==> config.mk <==
export PLATFORM = sky130hd
export DESIGN_NAME = nvw_guard
export DESIGN_NICKNAME = d
export VERILOG_FILES = /design/src/rtl/nvw_pkg.sv /design/src/rtl/nvw_range_dec.sv /design/src/rtl/nvw_enable_latch.sv /design/src/rtl/nvw_cfg_store.sv /design/src/rtl/nvw_guard.sv
export SDC_FILE = /design/constraint.sdc
export NUM_CORES = 1
export LEC_CHECK = 0
export BUFFER_PORTS_ARGS = -buffer_cell sky130_fd_sc_hd__buf_2
export CORE_UTILIZATION = 31
export DETAILED_ROUTE_END_ITERATION = 16
export PLACE_DENSITY = 0.67
export RECOVER_POWER = 100
export SETUP_SLACK_MARGIN = 0.05
export SLEW_MARGIN = 15
export SYNTH_ARGS = -nofsm -noshare
export SYNTH_HDL_FRONTEND = slang
export SYNTH_SLANG_ARGS = --single-unit
export TNS_END_PERCENT = 20
==> constraint.sdc <==
create_clock -name clk -period 1.46 [get_ports clk]
set_clock_uncertainty 0.2 [all_clocks]
set_input_delay 0.292 -clock clk [delete_from_list [all_inputs] [get_ports clk]]
set_output_delay 0.292 -clock clk [all_outputs]
set_load 0.1 [all_outputs]
==> src/rtl/nvw_pkg.sv <==
package nvw_pkg;

    typedef enum logic [1:0] {
        GUARD_NONE    = 2'b00,
        GUARD_QUARTER = 2'b01,
        GUARD_HALF    = 2'b10,
        GUARD_ALL     = 2'b11
    } guard_code_e;

    typedef struct packed {
        logic [1:0]  wd_sel;
        guard_code_e guard;
    } nv_cfg_t;

    localparam logic [1:0] WD_DEFAULT = 2'b11;

    function automatic logic [7:0] pack_status(nv_cfg_t cfg, logic wel, logic wip);
        return {2'b00, cfg.wd_sel, cfg.guard, wel, wip};
    endfunction

endpackage

==> src/rtl/nvw_range_dec.sv <==
module nvw_range_dec
    import nvw_pkg::*;
#(
    parameter int ADDR_W = 9
) (
    input  guard_code_e       code_i,
    input  logic [ADDR_W-1:0] addr_i,
    output logic              hit_o
);
    localparam int TOP = ADDR_W - 1;

    always_comb begin
        unique case (code_i)
            GUARD_NONE:    hit_o = 1'b0;
            GUARD_QUARTER: hit_o = addr_i[TOP] & addr_i[TOP-1];
            GUARD_HALF:    hit_o = addr_i[TOP];
            default:       hit_o = 1'b1;
        endcase
    end
endmodule

==> src/rtl/nvw_enable_latch.sv <==
module nvw_enable_latch (
    input  logic clk,
    input  logic rst,
    input  logic por_i,
    input  logic wp_level_i,
    input  logic set_i,
    input  logic clr_i,
    input  logic cycle_end_i,
    output logic wel_o
);
    logic force_clr;

    assign force_clr = por_i | ~wp_level_i | cycle_end_i;

    always_ff @(posedge clk) begin
        if (rst)            wel_o <= 1'b0;
        else if (force_clr) wel_o <= 1'b0;
        else if (clr_i)     wel_o <= 1'b0;
        else if (set_i)     wel_o <= 1'b1;
    end
endmodule

==> src/rtl/nvw_cfg_store.sv <==
module nvw_cfg_store
    import nvw_pkg::*;
(
    input  logic    clk,
    input  logic    rst,
    input  logic    load_i,
    input  nv_cfg_t next_i,
    output nv_cfg_t cfg_o
);
    always_ff @(posedge clk) begin
        if (rst) begin
            cfg_o.wd_sel <= WD_DEFAULT;
            cfg_o.guard  <= GUARD_NONE;
        end else if (load_i) begin
            cfg_o <= next_i;
        end
    end
endmodule

==> src/rtl/nvw_guard.sv <==
module nvw_guard
    import nvw_pkg::*;
#(
    parameter int ADDR_W = 9,
    parameter int DATA_W = 8
) (
    input  logic              clk,
    input  logic              rst,
    input  logic              por_i,
    input  logic              wp_level_i,
    input  logic              wren_i,
    input  logic              wrdi_i,
    input  logic              sr_commit_i,
    input  logic [DATA_W-1:0] sr_data_i,
    input  logic              arr_open_i,
    input  logic              byte_vld_i,
    input  logic [ADDR_W-1:0] byte_addr_i,
    input  logic              arr_commit_i,
    input  logic              done_i,
    output logic [7:0]        status_o,
    output logic [1:0]        wd_sel_o,
    output logic              byte_ok_o,
    output logic              arr_go_o,
    output logic              sr_go_o
);
    localparam int CFG_LSB = 2;
    localparam int CFG_W   = $bits(nv_cfg_t);

    logic    wel, wip;
    logic    page_bad_q;
    logic    hit;
    logic    may_write;
    logic    arr_accept, sr_accept;
    logic    cycle_end;
    nv_cfg_t cfg, cfg_next;
    logic    unused_sr_bits;

    assign unused_sr_bits = ^{sr_data_i[DATA_W-1:CFG_LSB+CFG_W], sr_data_i[CFG_LSB-1:0]};

    nvw_range_dec #(.ADDR_W(ADDR_W)) u_dec (
        .code_i (cfg.guard),
        .addr_i (byte_addr_i),
        .hit_o  (hit)
    );

    assign cycle_end = done_i & wip;

    nvw_enable_latch u_latch (
        .clk         (clk),
        .rst         (rst),
        .por_i       (por_i),
        .wp_level_i  (wp_level_i),
        .set_i       (wren_i),
        .clr_i       (wrdi_i),
        .cycle_end_i (cycle_end),
        .wel_o       (wel)
    );

    assign may_write  = wel & wp_level_i & ~wip;
    assign byte_ok_o  = may_write & ~hit;
    assign arr_accept = arr_commit_i & may_write & ~page_bad_q & ~(byte_vld_i & hit);
    assign sr_accept  = sr_commit_i & may_write & ~arr_accept;

    assign cfg_next = nv_cfg_t'(sr_data_i[CFG_LSB+CFG_W-1:CFG_LSB]);

    nvw_cfg_store u_cfg (
        .clk    (clk),
        .rst    (rst),
        .load_i (sr_accept),
        .next_i (cfg_next),
        .cfg_o  (cfg)
    );

    always_ff @(posedge clk) begin
        if (rst)                      page_bad_q <= 1'b0;
        else if (arr_open_i)          page_bad_q <= 1'b0;
        else if (byte_vld_i && hit)   page_bad_q <= 1'b1;
    end

    always_ff @(posedge clk) begin
        if (rst) begin
            wip      <= 1'b0;
            arr_go_o <= 1'b0;
            sr_go_o  <= 1'b0;
        end else begin
            arr_go_o <= arr_accept;
            sr_go_o  <= sr_accept;
            if (arr_accept || sr_accept) wip <= 1'b1;
            else if (cycle_end)          wip <= 1'b0;
        end
    end

    assign status_o = pack_status(cfg, wel, wip);
    assign wd_sel_o = cfg.wd_sel;
endmodule

# [Word-level counts from Yosys, hierarchy flattened]
# Cells that the tools add are included.
[word_totals] register_bits=9 latch_bits=0 ram_bits=0 romBits=0 inputBits=28 output_inout_bits=13 word_cells=37 memories=0
[classes] addsub=0 mul=0 n_div=0 magnitude_cmp=0 n_eq_ne=2 shift=0 muxes=3 bitwise=19 n_reduce_logical=6
[op_table] operator="$and 1x1->1" count=11
[op_table] operator="$not 1->1" count=6
[op_table] operator="$pmux 1 s3" count=1
[op_table] operator="$reduce_or 3->1" count=1
[op_table] operator="$eq 2x1->1 const B" count=1
[op_table] operator="$eq 2x2->1 const B" count=1
[op_table] operator="$logic_not 2->1" count=1
[op_table] operator="$mux 1" count=2
[op_table] operator="$or 1x1->1" count=2
[op_table] operator="$reduce_bool 2->1" count=1
[op_table] operator="$reduce_or 2->1" count=1
[op_table] operator="$logic_and 1x1->1" count=1
[op_table] operator="$logic_or 1x1->1" count=1

# [Logic depth before layout (Yosys ltp)]
# Gate-level depths: netlist (run 1).
[depth] depth_word=9 ltp_mapped=4 depth_no_buf=4

# [Cells and area by module]
# Synthesis (run 1) repeated with hierarchy kept, for this count alone.
[hier_totals] cells_unflattened=44 hier_area_um2=435.4
[by_module_without_submodules] mod="nvw_guard" n_inst=1 cells_per_inst=25 area_each_um2=247.7
[by_module_without_submodules] mod="nvw_cfg_store" n_inst=1 cells_per_inst=12 area_each_um2=137.6
[by_module_without_submodules] mod="nvw_enable_latch" n_inst=1 cells_per_inst=4 area_each_um2=36.3
[by_module_without_submodules] mod="nvw_range_dec" n_inst=1 cells_per_inst=3 area_each_um2=13.8

# [Worst setup path after synthesis (run 1)]
# OpenSTA, ideal clock, no wires.
[synth_timing] path_kind="reg-to-output" from="register u_cfg.cfg_o[1] (netlist name)" to="output byte_ok_o" arrival_ps=2335 path_slack_ps=-1367 stages_incl_launch_ff=4 path_cell_list="dfxtp_1 a21oi_2 o21ai_0 nor2_1"
[synth_between] elab_chain_cells=4
[synth_rtl] element="from (decl)" line="nvw_cfg_store.sv:8" rtl="output nv_cfg_t cfg_o"
[synth_rtl] element="from (signal assigned)" line="nvw_cfg_store.sv:15" rtl="cfg_o <= next_i;"
[synth_rtl] element="$eq 2x2->1 (tied with other cells)" line="nvw_range_dec.sv:13" rtl="unique case (code_i)"
[synth_rtl] element="$pmux 1 s3 *" line="nvw_range_dec.sv:13"
[synth_rtl] element="$not 1->1 *" line="nvw_guard.sv:60" rtl="assign byte_ok_o = may_write & ~hit;"
[synth_rtl] element="$and 1x1->1 *" line="nvw_guard.sv:60"
[synth_rtl] element="to (decl)" line="nvw_guard.sv:22" rtl="output logic byte_ok_o,"
# Mark *: on every way between the ends. The rest lies on a longest branch, timed or not.

# [Final worst setup path (run 1)]
[layout_timing] from="register wip" to="output byte_ok_o"
[layout_between] elab_chain_cells=3
[layout_rtl] element="from (decl)" line="nvw_guard.sv:29" rtl="logic wel, wip;"
[layout_rtl] element="from (signal assigned)" line="nvw_guard.sv:82" rtl="wip <= 1'b0;"
[layout_rtl] element="from (signal assigned)" line="nvw_guard.sv:88" rtl="if (arr_accept || sr_accept) wip <= 1'b1;"
[layout_rtl] element="from (signal assigned)" line="nvw_guard.sv:89" rtl="else if (cycle_end) wip <= 1'b0;"
[layout_rtl] element="$not 1->1" line="nvw_guard.sv:59" rtl="assign may_write = wel & wp_level_i & ~wip;"
[layout_rtl] element="$and 1x1->1" line="nvw_guard.sv:59"
[layout_rtl] element="$and 1x1->1" line="nvw_guard.sv:60"
# Every way passes these cells.

==> parameters.txt, run 1 <==
Parameter                              Value

Setup path
  Data arrival at the endpoint of the critical path ... roughly 1.2 ns
  Setup crit start kind ... register
  Required arrival time at the worst endpoint ... roughly 0.97 ns
  Critical Path Sink Type ... output port
  Crit Path Class ... reg2out
  Maximum fanout count along the critical path ... 2

Drt
  Vias per std cell ... 4.713
  Final WL ... roughly 1200 um
  Number of vias after detailed routing ... roughly 480
  Post-DR wirelength/cell ... between 10 and 15 um
  Routed Antenna Nets ... 0
  Iteration-0 DRC count of the detailed router ... 1
  Detailed-routing iteration count for the pre-antenna-repair pass ... 2
  Drt drc ... 0

Yosys
  Cell Area, Synth ... ~460 sq um
  Yosys cell types ... 22
  Total of warnings raised by yosys ... 0
  FF+latch count, synth ... 9
  Combinational family with the most area after synthesis ... simple AND/OR/NAND/NOR gates
  Number of synthesized flops with an enable pin ... 0
  Portion of netlist area occupied by mux cells ... between 8 and 9%
  Dominant register cell in the synthesized netlist ... dfxtp_1
  Xor/xnor share of the synthesized area ... 0%
  Post-synth top area cell ... dfxtp_1
  Portion of the post-synthesis area used by sequential elements ... ~39%
  FFs w/ async S/R, synth ... 0%
  Arithmetic-cell share of the synthesized area counting full adders, half adders and majority gates ... 0%
  Post-synthesis average cell area ... around 9.0 sq um
  Cell types with the largest area share after synthesis ... dfxtp_1, buf_4, mux2i_1
  Share of the synthesized area in the top cell type ... 39.24%
  Synthesized-area fraction occupied by and/or/nand/nor cells ... a little over a quarter
  Share of the synthesized area in compound gates (AO/OA/AOI/OAI) ... a little under an eighth
  Post-synthesis cell count ... 51

Timing
  Number of hold-slack violations in the final timing report ... 0
  Minimum clock period ... 1.637 ns
  Maximum clock rate ... 610.8 MHz
  Final Cycle Share ... 112.1%
  Number of max-slew violations in the final report ... 0
  Total negative slack for setup checks ... -0.3627 ns
  # setup viols final ... 5
  Smallest setup slack after layout ... -0.1772 ns
  RSZ-0062 raised after global routing ... true

Power and ir drop
  Leakage power figure ... 0.3434 nW
  Power per standard cell area ... between 600 and 700 nW/um^2
  Worst vdd rail ir drop ... ~0.49 mV

CTS
  Worst skew pair latency ... 0.26 ns
  Register clock-pin slew on the reported worst setup and hold paths ... approximately 0.06 ns
  H-tree levels ... 1
  Sink Count ... 9
  Cell chosen for the clock root ... clkbuf_4
  Maximum count of clock buffers along a single path ... 2
  TritonCTS clock tree ... built
  Number of buffers inserted during clock tree synthesis ... 3

Cells and area
  N_diodes ... 0
  Fraction of layout cells with a size suffix above 1 ... 61.63%
  Net count of the finished layout ... ~120
  Highest-count cells in the layout ignoring fill and taps ... buf_2, buf_4, buf_6
  Number of non-filler instances in the completed layout ... 101
  Commonest non-fill, non-tap cell in the layout ... buf_2
  Final core area utilization ... about three fifths
  Area growth from synthesis to final layout ... 76.02%

Floorplanning
  Initial Utilization ... 34.43%
  Area of the placeable core ... 1334 sq um
  IO Pins ... around 40
  Horizontal extent of the die ... between 40 and 50 um
  Die height ... roughly 40 um
  Die Outline Area ... approximately 1600 sq um
  Std-Cell Rows ... 13

Job
  Max-capacitance violation count ... 0

Global route
  Residual overflow from global routing ... 0
  Number of global-route vias before repair ... approximately 440
  Antenna violations before repair ... 0
  Tot GR Track Use ... between 10% and 20%
  First-pass GRT wire length ... approximately 1800 um
  Largest net degree at the start of global routing ... 13

Placement
  Port-buffer cells ... 27
  Number of cells in the design after placement ... between 90 and 100
  Half-perimeter wire length after detailed placement ... between 800 and 900 um
  Global placer's final weighted congestion ... just under 0.7

Run status
  Run status ... finished with violations
  Failing checks ... setup timing

Worst hold path
  Path category of the worst min-delay check ... in2reg
==> report_power, final <==
part           leakage, nW  switching, mW  total (mW)  internal (mW)
Clock               0.0150         0.0904       0.196          0.106
Sequential          0.0739       0.000759       0.246          0.245
Combinational        0.254         0.0590      0.0964         0.0374
==> layout make-up <==
| cell class | count | area (sq um) |
|---|---|---|
| fill | 120 | 525.5 |
| multi-input combinational | 33 | 252.7 |
| sequential | 9 | 190.2 |
| clock buffer | 4 | 26.28 |
| timing repair buffer | 37 | 309.0 |
| tap | 15 | 18.77 |
| inverter | 3 | 11.26 |
==> critical path, cell delays in order (launching register included) <==
cell,delay [ns]
dfxtp_2,0.32
nand3b_1,0.22
nor2_4,0.16
buf_12,0.18
==> sequential cells by signal, indices dropped and copies added, names as in the netlist <==
name           count
page_bad_q         1
u_cfg.cfg_o        4
u_latch.wel_o      1
sr_go_o            1
wip                1
arr_go_o           1
==> routing by layer <==
layer | wire (um) | up-vias | track usage, %
li1 | - | 232 | -
met1 | 417 | 226 | 17.67
met2 | 672 | 13 | 30.16
met3 | 50 | 5 | 5.000
met4 | 23 | 0 | 10.00
met5 | 0 | - | 0
==> logic make-up after synthesis <==
family	count (synthesis)
simple gates	20
mux	4
compound gates	7
other cells	1
buf+inv	10
flops	9
==> through the flow <==
| step | hold WS, ns | power (mW) | setup WS, ns | instance area, sq um |
|---|---|---|---|---|
| after CTS | 0.004309 | 0.5422 | -0.1775 | 862.1 |
| after floorplan | 0.1713 | 0.3069 | -0.1980 | 494.2 |
| after global placement | 0.2654 | 0.3402 | -0.1144 | 802.0 |
| after global routing | 0.08053 | 0.5666 | -0.2222 | 808.3 |
| after detailed placement | 0.2619 | 0.3417 | -0.1367 | 802.0 |
| final | 0.08568 | 0.5380 | -0.1772 | 808.3 |
==> synthesized netlist by cell type (all sizes together), types with 2 or more instances <==
cell    count
nand2b      4
nand2       2
mux2i       4
dfxtp       9
nor2        6
inv         3
buf         6
nor3        2
a21oi       3
==> timing repair <==
item                                    CTS  global route
setup buffers                             2             1
pin swaps                                 1             1
endpoints found under the setup margin    7            10
hold buffers                              1             1
gates cloned                              0             0
resized for setup                         2             4
endpoints found under the hold margin     1             1
==> worst paths after layout <==
check	from	end	slack [ns]	cells past startpoint
worst max register to register	wip	u_cfg.cfg_o[3]	-0.05	5
worst min-delay path	sr_data_i[3]	u_cfg.cfg_o[1]	0.09	3
worst min register to register	page_bad_q	page_bad_q	0.31	2
worst max-delay path	wip	byte_ok_o	-0.18	3
Note: power is estimated with default switching activity, not from simulation.
==> run 2, diff against run 1 <==
--- a/config.mk
+++ b/config.mk
@@ -8,11 +8,11 @@
 export BUFFER_PORTS_ARGS = -buffer_cell sky130_fd_sc_hd__buf_2
 export CORE_UTILIZATION = 31
 export DETAILED_ROUTE_END_ITERATION = 16
-export PLACE_DENSITY = 0.67
+export PLACE_DENSITY = 0.68
 export RECOVER_POWER = 100
 export SETUP_SLACK_MARGIN = 0.05
 export SLEW_MARGIN = 15
 export SYNTH_ARGS = -nofsm -noshare
 export SYNTH_HDL_FRONTEND = slang
+export SYNTH_HIERARCHICAL = 1
 export SYNTH_SLANG_ARGS = --single-unit
-export TNS_END_PERCENT = 20
==> run 2 against run 1 <==
Count of clock-buffer cells in the layout is the same. Final cell count fell by 4.0%. Largest power group unchanged. Sequential share of layout area is 0.71 points higher. Maximum frequency is 4.1% lower. The flow still finishes with violations (setup timing). Area after synthesis fell by 5.2%. Sequential cell count stayed put. Sequential power shrank 3%.
==> parameters.txt, run 2 <==
Parameter                              Value

Floorplanning
  Initial Utilization ... 33.46% (-0.97 points)
  IO Pins ... 41 (unchanged)
  Horizontal extent of the die ... 39.48 um (-2.5%)
  Area of the placeable core ... 1301 sq um (-2.4%)
  Std-Cell Rows ... 13 (unchanged)
  Die Outline Area ... 1558 sq um (-4.9%)
  Die height ... 39.48 um (-2.5%)

Timing
  Number of hold-slack violations in the final timing report ... 0 (unchanged)
  Total negative slack for setup checks ... -1.083 ns (-0.7204 ns)
  RSZ-0062 raised after global routing ... true
  Maximum clock rate ... 585.8 MHz (-4.1%)
  Final Cycle Share ... 116.9% (+4.8 points)
  Minimum clock period ... 1.707 ns (+0.06989 ns)
  Smallest setup slack after layout ... -0.2471 ns (-0.06989 ns)
  # setup viols final ... 8 (+3)
  Number of max-slew violations in the final report ... 0 (unchanged)

Drt
  Drt drc ... 0 (unchanged)
  Detailed-routing iteration count for the pre-antenna-repair pass ... 3 (+1)
  Vias per std cell ... 4.505 (-4.4%)
  Final WL ... 1124 um (-3.4%)
  Routed Antenna Nets ... 0 (unchanged)
  Iteration-0 DRC count of the detailed router ... 5 (+4)
  Number of vias after detailed routing ... 437 (-8.2%)
  Post-DR wirelength/cell ... 11.59 um (+0.55%)

CTS
  Number of buffers inserted during clock tree synthesis ... 3 (unchanged)
  Worst skew pair latency ... 0.25 ns (about the same)
  Cell chosen for the clock root ... clkbuf_4
  Register clock-pin slew on the reported worst setup and hold paths ... 0.06 ns (about the same)
  TritonCTS clock tree ... built
  Maximum count of clock buffers along a single path ... 2 (unchanged)
  Sink Count ... 9 (unchanged)
  H-tree levels ... 1 (unchanged)

Setup path
  Critical Path Sink Type ... output port
  R2R Path End ... u_cfg/cfg_o[2]
  Number of cells on the worst reg-to-reg path ... 7 (+2)
  Delay of the slowest cell on the worst path ... 0.35 ns (+0.03 ns)
  Internal reg-to-reg setup slack ... -0.17 ns (-0.12 ns)
  Kind of cell with the highest combined delay on the critical path ... flip-flops
  Critical register-to-register path startpoint ... u_cfg/cfg_o[0]
  Required arrival time at the worst endpoint ... 0.97 ns (about the same)
  Critical path cell sequence ... o21ai_2 -> nand2_2 -> buf_4 -> nor2_4 -> buf_12
  Slowest cell on the critical path ... dfxtp_4
  Crit Path Class ... reg2out
  Setup crit start kind ... register
  Maximum fanout count along the critical path ... 3 (+1)
  Data arrival at the endpoint of the critical path ... 1.22 ns (+0.07 ns)
  CP bufs+invs ... 2 (+1)
  Number of cells on the critical path ... 5 (+2)

Cells and area
  N_diodes ... 0 (unchanged)
  Commonest non-fill, non-tap cell in the layout ... buf_2
  Fill cells ... 117 (-2.5%)
  Post-route cell area ... 820.8 sq um (+1.5%)
  Net count of the finished layout ... 111 (-3.5%)
  Register bank with the most flops ... u_cfg/cfg_o
  Final core area utilization ... 63.08% (+2.5 points)
  Highest-count cells in the layout ignoring fill and taps ... buf_2, buf_4, buf_6
  Largest register FFs ... 4 (unchanged)
  Fraction of layout cells with a size suffix above 1 ... 71.95% (+10 points)
  Area growth from synthesis to final layout ... 88.51%

Yosys
  Post-synthesis average cell area ... 9.896 sq um (+9.9%)
  Cell Area, Synth ... 435.4 sq um (-5.2%)
  Share of the synthesized area in the top cell type ... 41.38% (+2.1 points)
  Total of warnings raised by yosys ... 6 (+6)
  Cell types with the highest counts after synthesis ... dfxtp_1, buf_4, nor2_1
  Yosys cell types ... 22 (unchanged)
  Number of synthesized flops with an enable pin ... 0 (unchanged)
  FFs w/ async S/R, synth ... 0% (unchanged)
  Cell types with the largest area share after synthesis ... dfxtp_1, buf_4, mux2i_1
  FF+latch count, synth ... 9 (unchanged)
  Cell with the most instances after synthesis ... dfxtp_1
  Portion of the post-synthesis area used by sequential elements ... 41.38% (+2.1 points)
  Dominant register cell in the synthesized netlist ... dfxtp_1
  Post-synth top area cell ... dfxtp_1
  Post-synthesis cell count ... 44 (-14%)

Worst hold path
  Path category of the worst min-delay check ... in2reg
  Hold path cells ... 2 (-1)
  Hold wc startpoint ... sr_data_i[5]
  End point of the most critical hold path ... u_cfg/cfg_o[3]

Power and ir drop
  Power share of the combinational group ... 18.1% (+0.2 points)
  Internal Dissipation ... 378.2 uW (-2.5%)
  Worst vdd rail ir drop ... 0.4360 mV (-11%)
  Switching power of the nets ... 141.7 uW (-5.6%)
  Power per standard cell area ... 633.5 nW/um^2 (-4.8%)
  Register share of total power ... 46.0% (+0.4 points)
  Fraction of power spent switching nets ... 27.26% (-0.66 points)
  Leakage power figure ... 0.3967 nW (+16%)
  Clock power share ... 35.9% (-0.5 points)

Job
  Max-capacitance violation count ... 0 (unchanged)

Placement
  Area of placed instances ... 812.0 sq um (+1.2%)
  Port-buffer cells ... 27 (unchanged)
  Global placer's final weighted congestion ... 0.6930 (+0.68%)
  Half-perimeter wire length after detailed placement ... 830.9 um (-4.8%)

Global route
  Largest net degree at the start of global routing ... 9 (-4)
  Number of global-route vias before repair ... 421 (-3.7%)
  Antenna violations before repair ... 0 (unchanged)
  Tot GR Track Use ... 17.45% (+0.33 points)
  Residual overflow from global routing ... 0 (unchanged)
  First-pass GRT wire length ... 1752 um (-0.40%)

Run status
  Run status ... finished with violations
  Failing checks ... setup timing
[run 2: cell types whose count changed in the layout (fill, tap and decap cells not counted), sizes merged, moves of 2 or more]
cell and delta:
inv -2, mux2i -2, buf +2, nor2b +2, nand2b -3, and3 +2, a211o +2, a21oi -2
[run 2: cell type report]
class                   instances  area [sq um]  share of cell area (%)
clock buffers                   4         26.28                   3.201
inverters                       1         3.754                  0.4573
well taps                      15         18.77                   2.287
repair buffers                 39         326.6                   39.79
multi-input cells              29         246.5                   30.03
flip-flops and latches          9         198.9                   24.24
[run 2: how the worst max path moves through the flow]
| stage | start | to | slack [ns] |
|---|---|---|---|
| floorplan | u_cfg/cfg_o[0] | u_cfg/cfg_o[2] | -0.23 |
| global placement | byte_addr_i[8] | u_cfg/cfg_o[2] | -0.12 |
| detailed placement | byte_addr_i[8] | u_cfg/cfg_o[2] | -0.14 |
| CTS | u_cfg/cfg_o[0] | byte_ok_o | -0.25 |
| global route | u_cfg/cfg_o[0] | byte_ok_o | -0.31 |
| finish | u_cfg/cfg_o[0] | byte_ok_o | -0.25 |
[run 2: layer usage]
metal	vias to the layer above	GRT usage (%)	share of wire [%]
li1	220	-	-
met1	195	18.15	38
met2	22	31.56	52
met3	0	5.114	9.7
met4	0	7.759	0
met5	-	0	0
[run 2: stage by stage]
| step | std cells | total power, mW | hold slack (ns) | worst slack, ns |
|---|---|---|---|---|
| after global routing | 97 | 0.5569 | 0.03903 | -0.3052 |
| after detailed placement | 89 | 0.3345 | 0.2634 | -0.1351 |
| final | 97 | 0.5200 | 0.04239 | -0.2471 |
| after CTS | 95 | 0.5317 | 0.03693 | -0.2518 |
| after global placement | 89 | 0.3329 | 0.2531 | -0.1186 |
| after floorplan | 45 | 0.2965 | 0.1547 | -0.2270 |
[run 2: worst register-to-register path, delay by kind of cell, from the launching register on]
family,cells,cell delay (ns)
AO/OA/AOI/OAI,3,0.49
buffers and inverters,1,0.14
flip-flops,1,0.35
AND/OR/NAND/NOR,3,0.34
[run 2: power by group through the flow]
stage / Clock, mW / Combinational [mW] / Sequential, mW
after floorplan: 0 / 0.0466 / 0.250
after global placement: 0 / 0.0866 / 0.246
after detailed placement: 0 / 0.0882 / 0.246
after CTS: 0.198 / 0.0928 / 0.241
after global routing: 0.219 / 0.0987 / 0.239
final: 0.187 / 0.0939 / 0.239
[run 2: logic make-up after synthesis]
family,after synthesis,share of synthesized area (%)
AOI/OAI and AO/OA,6,11.78
other,1,0.8612
muxes,2,4.598
DFF,9,41.38
buffers and inverters,7,11.21
and+or+nand+nor,19,30.17
[run 2: what timing repair did]
action / in CTS / in global routing
pin swaps: 4 / 2
hold buffers: 1 / 0
hold endpoints to repair: 1 / 0
setup buffers: 1 / 2
setup endpoints to repair: 8 / 12
gates resized for setup: 4 / 5
==> run 3, diff against run 2 <==
--- a/config.mk
+++ b/config.mk
@@ -8,11 +8,10 @@
 export BUFFER_PORTS_ARGS = -buffer_cell sky130_fd_sc_hd__buf_2
 export CORE_UTILIZATION = 31
 export DETAILED_ROUTE_END_ITERATION = 16
-export PLACE_DENSITY = 0.68
-export RECOVER_POWER = 100
+export PLACE_DENSITY = 0.67
+export RECOVER_POWER = 50
 export SETUP_SLACK_MARGIN = 0.05
 export SLEW_MARGIN = 15
 export SYNTH_ARGS = -nofsm -noshare
 export SYNTH_HDL_FRONTEND = slang
-export SYNTH_HIERARCHICAL = 1
 export SYNTH_SLANG_ARGS = --single-unit
==> run 3 against run 2 <==
The run still ends with setup timing left. First-iteration DRC count fell by 80%. Non-clock buffer count fell by 2. Sequential cell count did not move. Final cell count rose by 4.1%. Cell area rose by 3.7%. Combinational power rose by 3.4%.
==> parameters.txt, run 3 (synthesized netlist as in run 1, its figures left out) <==
Parameter                              Value

Floorplanning
  IO Pins ... 41 (unchanged)
  Horizontal extent of the die ... 40.49 um (+2.6%)
  Die Outline Area ... 1639 sq um (+5.2%)
  Die height ... 40.49 um (+2.6%)
  Area of the placeable core ... 1334 sq um (+2.5%)
  Initial Utilization ... 34.43% (+0.97 points)
  Std-Cell Rows ... 13 (unchanged)

Setup path
  Internal reg-to-reg setup slack ... -0.04 ns (+0.13 ns)
  CP bufs+invs ... 1 (-1)
  Number of cells on the critical path ... 4 (-1)
  Critical Path Sink Type ... output port
  Critical register-to-register path startpoint ... wip
  Kind of cell with the highest combined delay on the critical path ... flip-flops
  Delay of the slowest cell on the worst path ... 0.35 ns (about the same)
  Setup crit start kind ... register
  Slowest cell on the critical path ... dfxtp_4
  Crit Path Class ... reg2out
  Maximum fanout count along the critical path ... 3 (unchanged)
  R2R Path End ... u_cfg.cfg_o[1]
  Number of cells on the worst reg-to-reg path ... 5 (-2)
  Data arrival at the endpoint of the critical path ... 1.12 ns (-0.10 ns)
  Required arrival time at the worst endpoint ... 0.97 ns (about the same)
  Critical path cell sequence ... a21oi_4 -> o21ai_2 -> nor2_4 -> buf_12

Timing
  Final Cycle Share ... 110.5% (-6.4 points)
  # setup viols final ... 7 (-1)
  Number of hold-slack violations in the final timing report ... 0 (unchanged)
  Minimum clock period ... 1.613 ns (-0.09414 ns)
  Smallest setup slack after layout ... -0.1530 ns (+0.09414 ns)
  RSZ-0062 raised after global routing ... true
  Number of max-slew violations in the final report ... 0 (unchanged)
  Maximum clock rate ... 620.0 MHz (+5.8%)

Cells and area
  Area of the multi-input gates ... 259.0 sq um (+5.1%)
  Largest register FFs ... 4 (unchanged)
  Final core area utilization ... 63.79% (+0.71 points)
  Net count of the finished layout ... 115 (+3.6%)
  Fraction of layout cells with a size suffix above 1 ... 61.63% (-10 points)
  N_diodes ... 0 (unchanged)
  Area growth from synthesis to final layout ... 85.29%
  Register bank with the most flops ... u_cfg.cfg_o
  Area used by sequential logic in the layout ... 196.4 sq um (-1.3%)
  Commonest non-fill, non-tap cell in the layout ... buf_2
  Highest-count cells in the layout ignoring fill and taps ... buf_2, buf_4, buf_12
  Fill cells ... 110 (-6.0%)

Global route
  Tot GR Track Use ... 18.24% (+0.79 points)
  First-pass GRT wire length ... 1897 um (+8.3%)
  Largest net degree at the start of global routing ... 13 (+4)
  Antenna violations before repair ... 0 (unchanged)
  Residual overflow from global routing ... 0 (unchanged)
  Number of global-route vias before repair ... 456 (+8.3%)

Drt
  Vias per std cell ... 4.604 (+2.2%)
  Routed Antenna Nets ... 0 (unchanged)
  Iteration-0 DRC count of the detailed router ... 1 (-4)
  Post-DR wirelength/cell ... 12.19 um (+5.2%)
  Number of vias after detailed routing ... 465 (+6.4%)
  Drt drc ... 0 (unchanged)
  Detailed-routing iteration count for the pre-antenna-repair pass ... 3 (unchanged)
  Final WL ... 1231 um (+9.5%)

Run status
  Run status ... finished with violations
  Failing checks ... setup timing

CTS
  Sink Count ... 9 (unchanged)
  Maximum count of clock buffers along a single path ... 2 (unchanged)
  H-tree levels ... 1 (unchanged)
  Cell chosen for the clock root ... clkbuf_4
  Number of buffers inserted during clock tree synthesis ... 3 (unchanged)
  Register clock-pin slew on the reported worst setup and hold paths ... 0.06 ns (about the same)
  Worst skew pair latency ... 0.25 ns (about the same)
  TritonCTS clock tree ... built

Worst hold path
  Path category of the worst min-delay check ... in2reg
  Hold path cells ... 2 (unchanged)
  Hold wc startpoint ... done_i
  End point of the most critical hold path ... u_latch.wel_o

Job
  Max-capacitance violation count ... 0 (unchanged)

Power and ir drop
  Worst vdd rail ir drop ... 0.3711 mV (-15%)
  Post-route total power ... 526.5 uW (+1.3%)
  Power per standard cell area ... 618.8 nW/um^2 (-2.3%)
  Leakage power figure ... 0.3581 nW (-9.7%)

Placement
  Port-buffer cells ... 27 (unchanged)
  Half-perimeter wire length after detailed placement ... 915.9 um (+10%)
  Global placer's final weighted congestion ... 0.6821 (-1.6%)
[run 3: worst max path at each step]
stage / start / endpoint / slack [ns]
final: u_cfg.cfg_o[1] / byte_ok_o / -0.15
after global routing: u_cfg.cfg_o[1] / byte_ok_o / -0.21
after CTS: u_cfg.cfg_o[1] / byte_ok_o / -0.17
after detailed placement: byte_addr_i[8] / u_cfg.cfg_o[1] / -0.18
after global placement: byte_addr_i[8] / u_cfg.cfg_o[2] / -0.12
after floorplan: u_cfg.cfg_o[1] / byte_ok_o / -0.20
[run 3: report_power, final]
| group | total, mW | internal, mW | switching (mW) |
|---|---|---|---|
| Combinational | 0.0971 | 0.0370 | 0.0601 |
| Clock | 0.189 | 0.105 | 0.0841 |
| Sequential | 0.240 | 0.239 | 0.000771 |
| Total | 0.526 | 0.382 | 0.145 |
[run 3: routing by layer]
metal / track usage [%] / share of wire (%) / up-vias
li1: - / - / 232
met1: 17.61 / 35 / 218
met2: 34.92 / 60 / 13
met3: 5.556 / 3.5 / 2
met4: 7.500 / 0.81 / 0
met5: 0 / 0 / -
[run 3: layout make-up]
type	count	area share [%]
Multi-Input combinational cell	33	30.44
Sequential cell	9	23.09
Tap cell	15	2.206
Clock buffer	4	3.088
Inverter	3	1.324
Timing Repair Buffer	37	39.85
[run 3: per-stage QoR]
stage | TNS (ns) | setup WS, ns | std cells | instance area (sq um) | hold slack [ns]
global route | -0.8163 | -0.2110 | 101 | 850.8 | 0.01887
detailed placement | -0.8395 | -0.1792 | 93 | 814.5 | 0.2695
global placement | -0.5021 | -0.1167 | 93 | 814.5 | 0.2610
CTS | -0.4009 | -0.1703 | 101 | 885.9 | 0.01463
finish | -0.3420 | -0.1530 | 101 | 850.8 | 0.01582
floorplan | -0.9359 | -0.1980 | 52 | 499.2 | 0.1713
[run 3: repair_timing]
item,4_1_cts,5_1_grt
resized for setup,3,2
hold buffers,1,0
hold endpoints to repair,1,0
endpoints found under the setup margin,8,10
pin swaps,1,1
buffers inserted,3,0
